## src/rtl/crc_pkg.sv

```systemverilog
package crc_pkg;

  typedef enum logic [2:0] {
    CND_LT = 3'd0,
    CND_LE = 3'd1,
    CND_EQ = 3'd2,
    CND_NE = 3'd3,
    CND_GE = 3'd4,
    CND_GT = 3'd5,
    CND_X6 = 3'd6,
    CND_X7 = 3'd7
  } cnd_e;

  typedef struct packed {
    cnd_e cnd;
    logic zero_rhs;
    logic unsig;
    logic keep;
  } crc_fields_t;

  localparam int OP_W = 6;

  function automatic logic cnd_eval(cnd_e c, logic lt, logic eq);
    logic r;
    case (c)
      CND_LT:  r = lt;
      CND_LE:  r = lt | eq;
      CND_EQ:  r = eq;
      CND_NE:  r = ~eq;
      CND_GE:  r = ~lt;
      CND_GT:  r = ~lt & ~eq;
      default: r = 1'b0;
    endcase
    return r;
  endfunction

endpackage

```

## src/rtl/crc_decode.sv

```systemverilog
module crc_decode
  import crc_pkg::*;
(
  input  logic [OP_W-1:0] op,
  output crc_fields_t     fld
);
  always_comb begin
    fld.cnd      = cnd_e'(op[2:0]);
    fld.zero_rhs = op[3];
    fld.unsig    = op[4];
    fld.keep     = op[5];
  end
endmodule

```

## src/rtl/crc_compare.sv

```systemverilog
module crc_compare #(
  parameter int W = 16
) (
  input  logic [W-1:0] lhs,
  input  logic [W-1:0] rhs,
  input  logic         unsig,
  output logic         lt,
  output logic         eq
);
  localparam int MSB = W - 1;
  logic [W-1:0] lb, rb;

  generate
    if (W > 1) begin : g_wide
      assign lb = {lhs[MSB] ^ ~unsig, lhs[MSB-1:0]};
      assign rb = {rhs[MSB] ^ ~unsig, rhs[MSB-1:0]};
    end else begin : g_bit
      assign lb = lhs ^ {W{~unsig}};
      assign rb = rhs ^ {W{~unsig}};
    end
  endgenerate

  assign lt = (lb < rb);
  assign eq = (lhs == rhs);
endmodule

```

## src/rtl/cond_ret_unit.sv

```systemverilog
module cond_ret_unit
  import crc_pkg::*;
#(
  parameter int DATA_W = 16
) (
  input  logic              clk,
  input  logic              rst,
  input  logic              op_valid,
  input  logic [5:0]        op_code,
  input  logic              is_double,
  input  logic [DATA_W-1:0] tos,
  input  logic [DATA_W-1:0] nos,
  output logic              ret_take,
  output logic              ret_double,
  output logic [1:0]        drop_cnt,
  output logic              keep_arg
);
  crc_fields_t fld;
  logic [DATA_W-1:0] lhs, rhs;
  logic lt, eq, hit;
  logic [1:0] drops;

  crc_decode u_dec (.op(op_code), .fld(fld));

  assign lhs = fld.zero_rhs ? tos : nos;
  assign rhs = fld.zero_rhs ? '0  : tos;

  crc_compare #(.W(DATA_W)) u_cmp (
    .lhs(lhs), .rhs(rhs), .unsig(fld.unsig), .lt(lt), .eq(eq)
  );

  assign hit   = cnd_eval(fld.cnd, lt, eq);
  assign drops = (fld.zero_rhs ? 2'd1 : 2'd2) - {1'b0, fld.keep};

  always_ff @(posedge clk) begin
    if (rst || !op_valid) begin
      ret_take   <= 1'b0;
      ret_double <= 1'b0;
      drop_cnt   <= 2'd0;
      keep_arg   <= 1'b0;
    end else begin
      ret_take   <= hit;
      ret_double <= hit & is_double;
      drop_cnt   <= drops;
      keep_arg   <= fld.keep;
    end
  end
endmodule

```

## config.mk

```make
export PLATFORM = sky130hd
export DESIGN_NAME = cond_ret_unit
export DESIGN_NICKNAME = d
export VERILOG_FILES = /design/src/rtl/crc_pkg.sv /design/src/rtl/crc_decode.sv /design/src/rtl/crc_compare.sv /design/src/rtl/cond_ret_unit.sv
export SDC_FILE = /design/constraint.sdc
export NUM_CORES = 1
export LEC_CHECK = 0
export ABC_AREA = 1
export ABC_CLOCK_PERIOD_IN_PS = 4080
export BUFFER_PORTS_ARGS = -buffer_cell sky130_fd_sc_hd__buf_4
export CAP_MARGIN = 20
export CORE_MARGIN = 2
export CORE_UTILIZATION = 40
export CTS_CLUSTER_SIZE = 14
export DETAILED_ROUTE_END_ITERATION = 6
export GPL_TIMING_DRIVEN = 0
export MAX_ROUTING_LAYER = met4
export PLACE_DENSITY = 0.71
export SLEW_MARGIN = 20
export SYNTH_ARGS = -nofsm -noshare
export SYNTH_HDL_FRONTEND = slang
export SYNTH_SLANG_ARGS = --single-unit
```

## constraint.sdc

```tcl
create_clock -name clk -period 4.08 [get_ports clk]
set_input_delay 0.408 -clock clk [delete_from_list [all_inputs] [get_ports clk]]
set_output_delay 0.408 -clock clk [all_outputs]
set_load 0.02 [all_outputs]
```

==> results of run 1 <==
metal layers:
layer	routed length (um)	global-route usage, %	up-vias
met5	0	-	-
met1	1070	21.9	504
met2	1180	35.0	29
li1	-	-	616
met4	0	4.27	0
met3	95	4.00	0
synthesized netlist by cell type:
library cell / instances / area share [%]
nand2_1: 85 / 34
ha_1: 17 / 23
nor2_1: 15 / 6.0
inv_1: 13 / 5.2
a21oi_1: 8 / 4.3
dfxtp_1: 5 / 11
nor2_2: 4 / 2.7
buf_2: 2 / 1.1
clkbuf_1: 2 / 0.80
nand2_2: 2 / 1.3
nand3_1: 2 / 1.1
o21ai_0: 2 / 1.1
xor2_1: 2 / 1.9
a21o_1: 1 / 0.80
and2_1: 1 / 0.67
buf_6: 1 / 1.2
inv_2: 1 / 0.40
inv_4: 1 / 0.67
nand2_4: 1 / 1.2
nand3_2: 1 / 1.1
or2_2: 1 / 0.67
xnor2_1: 1 / 0.93
state kept, by name (all words and copies together), names as in the netlist:
| register | flops |
|---|---|
| ret_take | 1 |
| drop_cnt | 2 |
| keep_arg | 1 |
| ret_double | 1 |
cell type report:
cell class                      instances  share of cell area (%)
Buffer                                  5                    2.15
Clock buffer                            4                    1.96
Multi-Input combinational cell        143                    56.2
Sequential cell                         5                    7.47
Inverter                               15                    4.39
Timing Repair Buffer                   45                    25.2
Tap cell                               28                    2.61
cells by family after synthesis:
logic type | count (synthesis) | share of synthesized area, %
AND/OR/NAND/NOR | 112 | 48.5
buffers and inverters | 20 | 9.31
adder cells (fa/ha/maj) | 17 | 22.6
AO/OA/AOI/OAI | 11 | 6.12
flip-flops | 5 | 10.6
XOR/XNOR | 3 | 2.79
power breakdown:
part	leakage, nW	switching (mW)	internal [mW]
combinational	0.748	0.0677	0.0658
clock	0.0150	0.0201	0.0370
sequential	0.0409	0.000648	0.0513
total	0.804	0.0884	0.154
worst min path at each step:
stage	start	to	slack, ns	cells after the start
4_1_cts	is_double	ret_double	0.40	3
5_1_grt	is_double	ret_double	0.41	3
3_5_place_dp	is_double	ret_double	0.65	3
2_1_floorplan	is_double	ret_double	0.54	2
3_3_place_gp	is_double	ret_double	0.63	3
6_report	is_double	ret_double	0.40	3
cells in the final DEF, fill, tap and decap left out, types with 2 or more instances in the layout:
master,instances
dfxtp_1,5
buf_4,45
ha_1,17
inv_1,13
nor2_2,4
buf_2,2
nand2_1,85
xor2_1,2
nand3_1,2
a21oi_1,8
nand2_2,2
clkbuf_4,3
clkbuf_1,3
o21ai_0,2
nor2_1,15
==> flow_metrics.tcl, run 1 <==
set metrics [dict create \
    status "finished clean" \
    finalPower_mw 0.242 \
    post-route-util_pct 60.6 \
    globalplace.congestion 0.824 \
    netlist_area_sq_um 941 \
    drv_slew 0 \
    dpl.hpwl_mm 1.97 \
    vias 1149 \
    startpoint_type "input port" \
    viasPerCell 4.69 \
    dp_slack_ns 1.66 \
    timing.fmax_mhz 466 \
    syn_to_final_growth_pct 42.4 \
    cts_buffers 3 \
    clkTransAtPathRegs_ns 0.04 \
    synth.net_count 227 \
    avgSynthCellArea_sq_um 5.60 \
    leakage_nw 0.804 \
    grt_max_degree 11 \
    start_util_pct 42.5 \
    timing.critical_path.mode_cell "nand2_1" \
    htree_num_levels 1 \
    die_h_um 52.5 \
    nFillCells 219 \
    cts_setup_buffers 0 \
    cap_violations 0 \
    grt_util_all_layers_pct 19.4 \
    ir_drop_uv 151 \
    num_rows 17 \
    root_buffer "clkbuf_4" \
    ys_seq_area_share_pct 10.6 \
    design_area_sq_um 1340 \
    antenna_left 0 \
    hp-class "input port to register" \
    grt_pass1_wl_mm 4.02 \
    io_pins 47 \
    crit_fanout 10 \
    grt_overflow 0 \
    cts_tree "done" \
    crit_type "input port to register" \
    ys_seq_elements 5 \
    firstDrtPassIters 4 \
    cp-endpoint "ret_double" \
    fin_ws_ns 1.93 \
    first_global_vias 1081 \
    final_cell_count_no_fill 245 \
    synth.distinct_cells 22 \
    holdWs_ns 0.404 \
    drt-wirelength-per-cell_um 9.55 \
    cp_slowest_cell "ha_1" \
    rsz0062_at_grt "no" \
    power_density_nw_per_um2 181 \
    crit_buf_inv 4 \
    cp-end-kind "register" \
    fin_tns_setup_ns 0 \
    drive_gt1_share_pct 28.6 \
    ys_warn_count 0 \
    drc 0 \
    multi_input_comb_area_sq_um 753 \
    max_stage_delay_ns 0.32 \
    maxSlewHeadroom_pct 67.8 \
    portBuffers 45 \
    cts_max_path_buffers 2 \
    period_minus_slack_ns 2.15 \
    setup_viol 0 \
    hold_buffers 0 \
    antenna_cells 0 \
    finalHoldViolations 0 \
    register_area_sq_um 100 \
    routed_wirelength_mm 2.34 \
    arrival_ns 2.28 \
    worstPathRequired_ns 4.21 \
    place_area_sq_um 1310 \
    fin_nets 277 \
    antenna_found_initial 0 \
    clock_sinks 5 \
    dpl.cell_count 241 \
    synth_cells 168 \
    startpoint "op_code[3]" \
    crit_cells 17 \
    die_w_um 52.5 \
    path_cells "buf_6, inv_4, buf_2, buf_2, nand2_1, ha_1, nand2_1, nor2_1, nand2_1, nor2_2, nand3_2, nand2_1, nor2_1, nand2_1, nand2_1, nand2_1, nor2_2" \
    cts_resized 0 \
    crit_family "simple AND/OR/NAND/NOR gates" \
    die_area_sq_um 2760 \
    worstMarginPinSlew_ns 0.482 \
    period_share_pct 52.6 \
    fp.coreArea_sq_um 2210 \
    drt_iter0_drc 19 \
]
No activity file was read; power rests on OpenSTA's default activity.
==> run 2, diff against run 1 <==
ABC_AREA = 0   (was 1)
ABC_CLOCK_PERIOD_IN_PS = 1730   (was 4080)
PLACE_DENSITY = 0.76   (was 0.71)
clock period = 1.73 ns   (was 4.08 ns; I/O delays follow)
==> run 2 against run 1 <==
  * The flow now finishes with violations (setup timing)
  * Sequential power increased by 140%
  * Worst hold slack lost 0.23 ns
  * Combinational power grew to 2.6 times the previous value
  * Utilization rose by 13 points
  * Wire length decreased by 8.2%
  * Worst setup slack worse by 2.5 ns
  * Critical path depth down 7
  * Die area fell by 6.9%
  * Largest power group unchanged
==> flow_metrics.tcl, run 2 <==
set metrics [dict create \
    hold_buffers 0 \
    cp_slowest_cell "or4_4" \
    netlist_area_sq_um 871 \
    max_flop_register "drop_cnt" \
    synth_cells 106 \
    violations "setup timing" \
    grt_pass1_wl_mm 3.71 \
    vias 958 \
    drive_gt1_share_pct 56.0 \
    clkTransAtPathRegs_ns 0.04 \
    die_area_sq_um 2570 \
    worstPathRequired_ns 1.89 \
    htree_num_levels 1 \
    min_path_cells 3 \
    routed_wirelength_mm 2.15 \
    cp-end-kind "register" \
    crit_type "input port to register" \
    root_buffer "clkbuf_4" \
    cts_max_path_buffers 2 \
    avgSynthCellArea_sq_um 8.22 \
    fp.coreArea_sq_um 2000 \
    drt-wirelength-per-cell_um 11.5 \
    dpl.hpwl_mm 1.80 \
    synth.distinct_cells 35 \
    maxSlewHeadroom_pct 78.1 \
    yosysTopAreaCell "ha_1" \
    yosys.cell_count.top_type "nand2_1" \
    status "complete, but fails checks" \
    holdWs_ns 0.175 \
    ys_seq_elements 5 \
    async_flop_share_pct 0 \
    die_w_um 50.7 \
    crit_fanout 8 \
    period_minus_slack_ns 2.29 \
    min_from "is_double" \
    arrival_ns 2.45 \
    synth_edf_count 0 \
    final_cell_mix "buf_4 (49), nand2_1 (17), ha_1 (11), mux2_2 (9)" \
    start_util_pct 43.5 \
    synth_top_area_share_pct 24.4 \
    max_stage_delay_ns 0.56 \
    cap_violations 0 \
    hp-class "input port to register" \
    yosys-top-cells-count "nand2_1 (19), ha_1 (17), mux2_2 (14), a21oi_1 (6), dfxtp_1 (5)" \
    cts_buffers 3 \
    startpoint_type "input port" \
    period_share_pct 132 \
    final_cell_count_no_fill 186 \
    grt_max_degree 11 \
    drv_slew 0 \
    dpl.cell_count 178 \
    finalHoldViolations 0 \
    fin_ws_ns -0.556 \
    largest_register_ffs 2 \
    first_global_vias 973 \
    rsz0062_at_grt "yes" \
    cts_tree "done" \
    die_h_um 50.7 \
    holdPathEnd "ret_double" \
    grt_overflow 0 \
    synth.net_count 165 \
    ys_seq_area_share_pct 11.5 \
    portBuffers 45 \
    worstMarginPinSlew_ns 0.327 \
    io_pins 47 \
    ir_drop_uv 266 \
    leakage_nw 0.696 \
    final_common_cell "buf_4" \
    num_rows 16 \
    post-route-util_pct 73.6 \
    path_cells "buf_12, buf_12, mux2_4, ha_4, nand2_2, or4_4, or4_4, o22ai_2, a211oi_2, a31oi_1" \
    viasPerCell 5.15 \
    syn_to_final_growth_pct 69.3 \
    power_density_nw_per_um2 411 \
    timing.fmax_mhz 437 \
    drt_iter0_drc 3 \
    drc 0 \
    antenna_left 0 \
    clock_sinks 5 \
    setup_viol 2 \
    synth_ff_type "dfxtp_1" \
    antenna_cells 0 \
    firstDrtPassIters 4 \
    grt_util_all_layers_pct 18.6 \
    synth_area_leaders "ha_1 (24%), mux2_2 (18%), dfxtp_1 (11%)" \
    antenna_found_initial 0 \
    ys_warn_count 0 \
    globalplace.congestion 0.708 \
    fin_nets 219 \
]
[run 2: changes by cell type after synthesis, moves of 4 or more]
cell	previous run	this run
nand2_1	85	19
mux2_2	0	14
nor2_1	15	4
inv_1	13	3
nor2_2	4	0
[run 2: cells by family after synthesis]
group	after synthesis	share of synthesized area, %
and+or+nand+nor	40	23.8
AOI/OAI and AO/OA	19	14.2
DFF	5	11.5
xor gates and xnor gates	4	4.02
muxes	15	19.3
adders and majority gates	17	24.4
buffers and inverters	6	2.73
[run 2: where the power goes]
group          internal, mW  switching, mW  total [mW]  leakage (nW)
clock network        0.0870         0.0450       0.132        0.0150
logic                 0.205          0.146       0.351         0.640
registers             0.121        0.00130       0.122        0.0409
[run 2: final cells by class]
| type | instances | area [sq um] |
|---|---|---|
| multi-input cells | 95 | 877 |
| repair buffers | 49 | 368 |
| fillers | 153 | 528 |
| inverters | 3 | 15.0 |
| well taps | 27 | 33.8 |
| clock buffers | 4 | 26.3 |
| plain buffers | 3 | 53.8 |
| flip-flops and latches | 5 | 100 |
[run 2: worst max path at each step]
stage	start	to	slack, ns
after CTS	op_code[3]	ret_double	-0.54
after floorplan	op_code[3]	ret_double	-0.68
after detailed placement	op_code[3]	ret_double	-0.92
final	op_code[3]	ret_double	-0.56
after global placement	op_code[3]	ret_take	-0.85
after global routing	op_code[3]	ret_double	-0.63
[run 2: timing repair]
| item | 4_1_cts | 5_1_grt |
|---|---|---|
| endpoints found under the setup margin | 2 | 2 |
| pin swaps | 4 | 1 |
| buffers inserted | 4 | 0 |
| cloned | 0 | 0 |
| resized for setup | 10 | 1 |
[run 2: through the flow]
| stage | area [sq um] | total power, mW | setup TNS, ns | setup WS [ns] |
|---|---|---|---|---|
| 6_report | 1470 | 0.606 | -1.09 | -0.556 |
| 4_1_cts | 1470 | 0.611 | -1.06 | -0.540 |
| 5_1_grt | 1470 | 0.658 | -1.23 | -0.628 |
| 3_5_place_dp | 1350 | 0.449 | -1.82 | -0.920 |
| 3_3_place_gp | 1350 | 0.443 | -1.70 | -0.852 |
| 2_1_floorplan | 980 | 0.329 | -1.37 | -0.685 |
[run 2: per-layer routing]
metal  vias to the layer above  track usage, %  wire, um
met3                         2            1.79       112
li1                        494               -         -
met4                         0            6.31        10
met1                       428            21.3       945
met5                         -               -         0
met2                        34            33.8      1080
[run 2: worst max-delay path, delay by kind of cell]
kind                     cells  cell delay (ns)
AO/OA/AOI/OAI                3             0.40
adder cells (fa/ha/maj)      1             0.28
buffers and inverters        2             0.26
multiplexers                 1             0.31
AND/OR/NAND/NOR              3             1.03
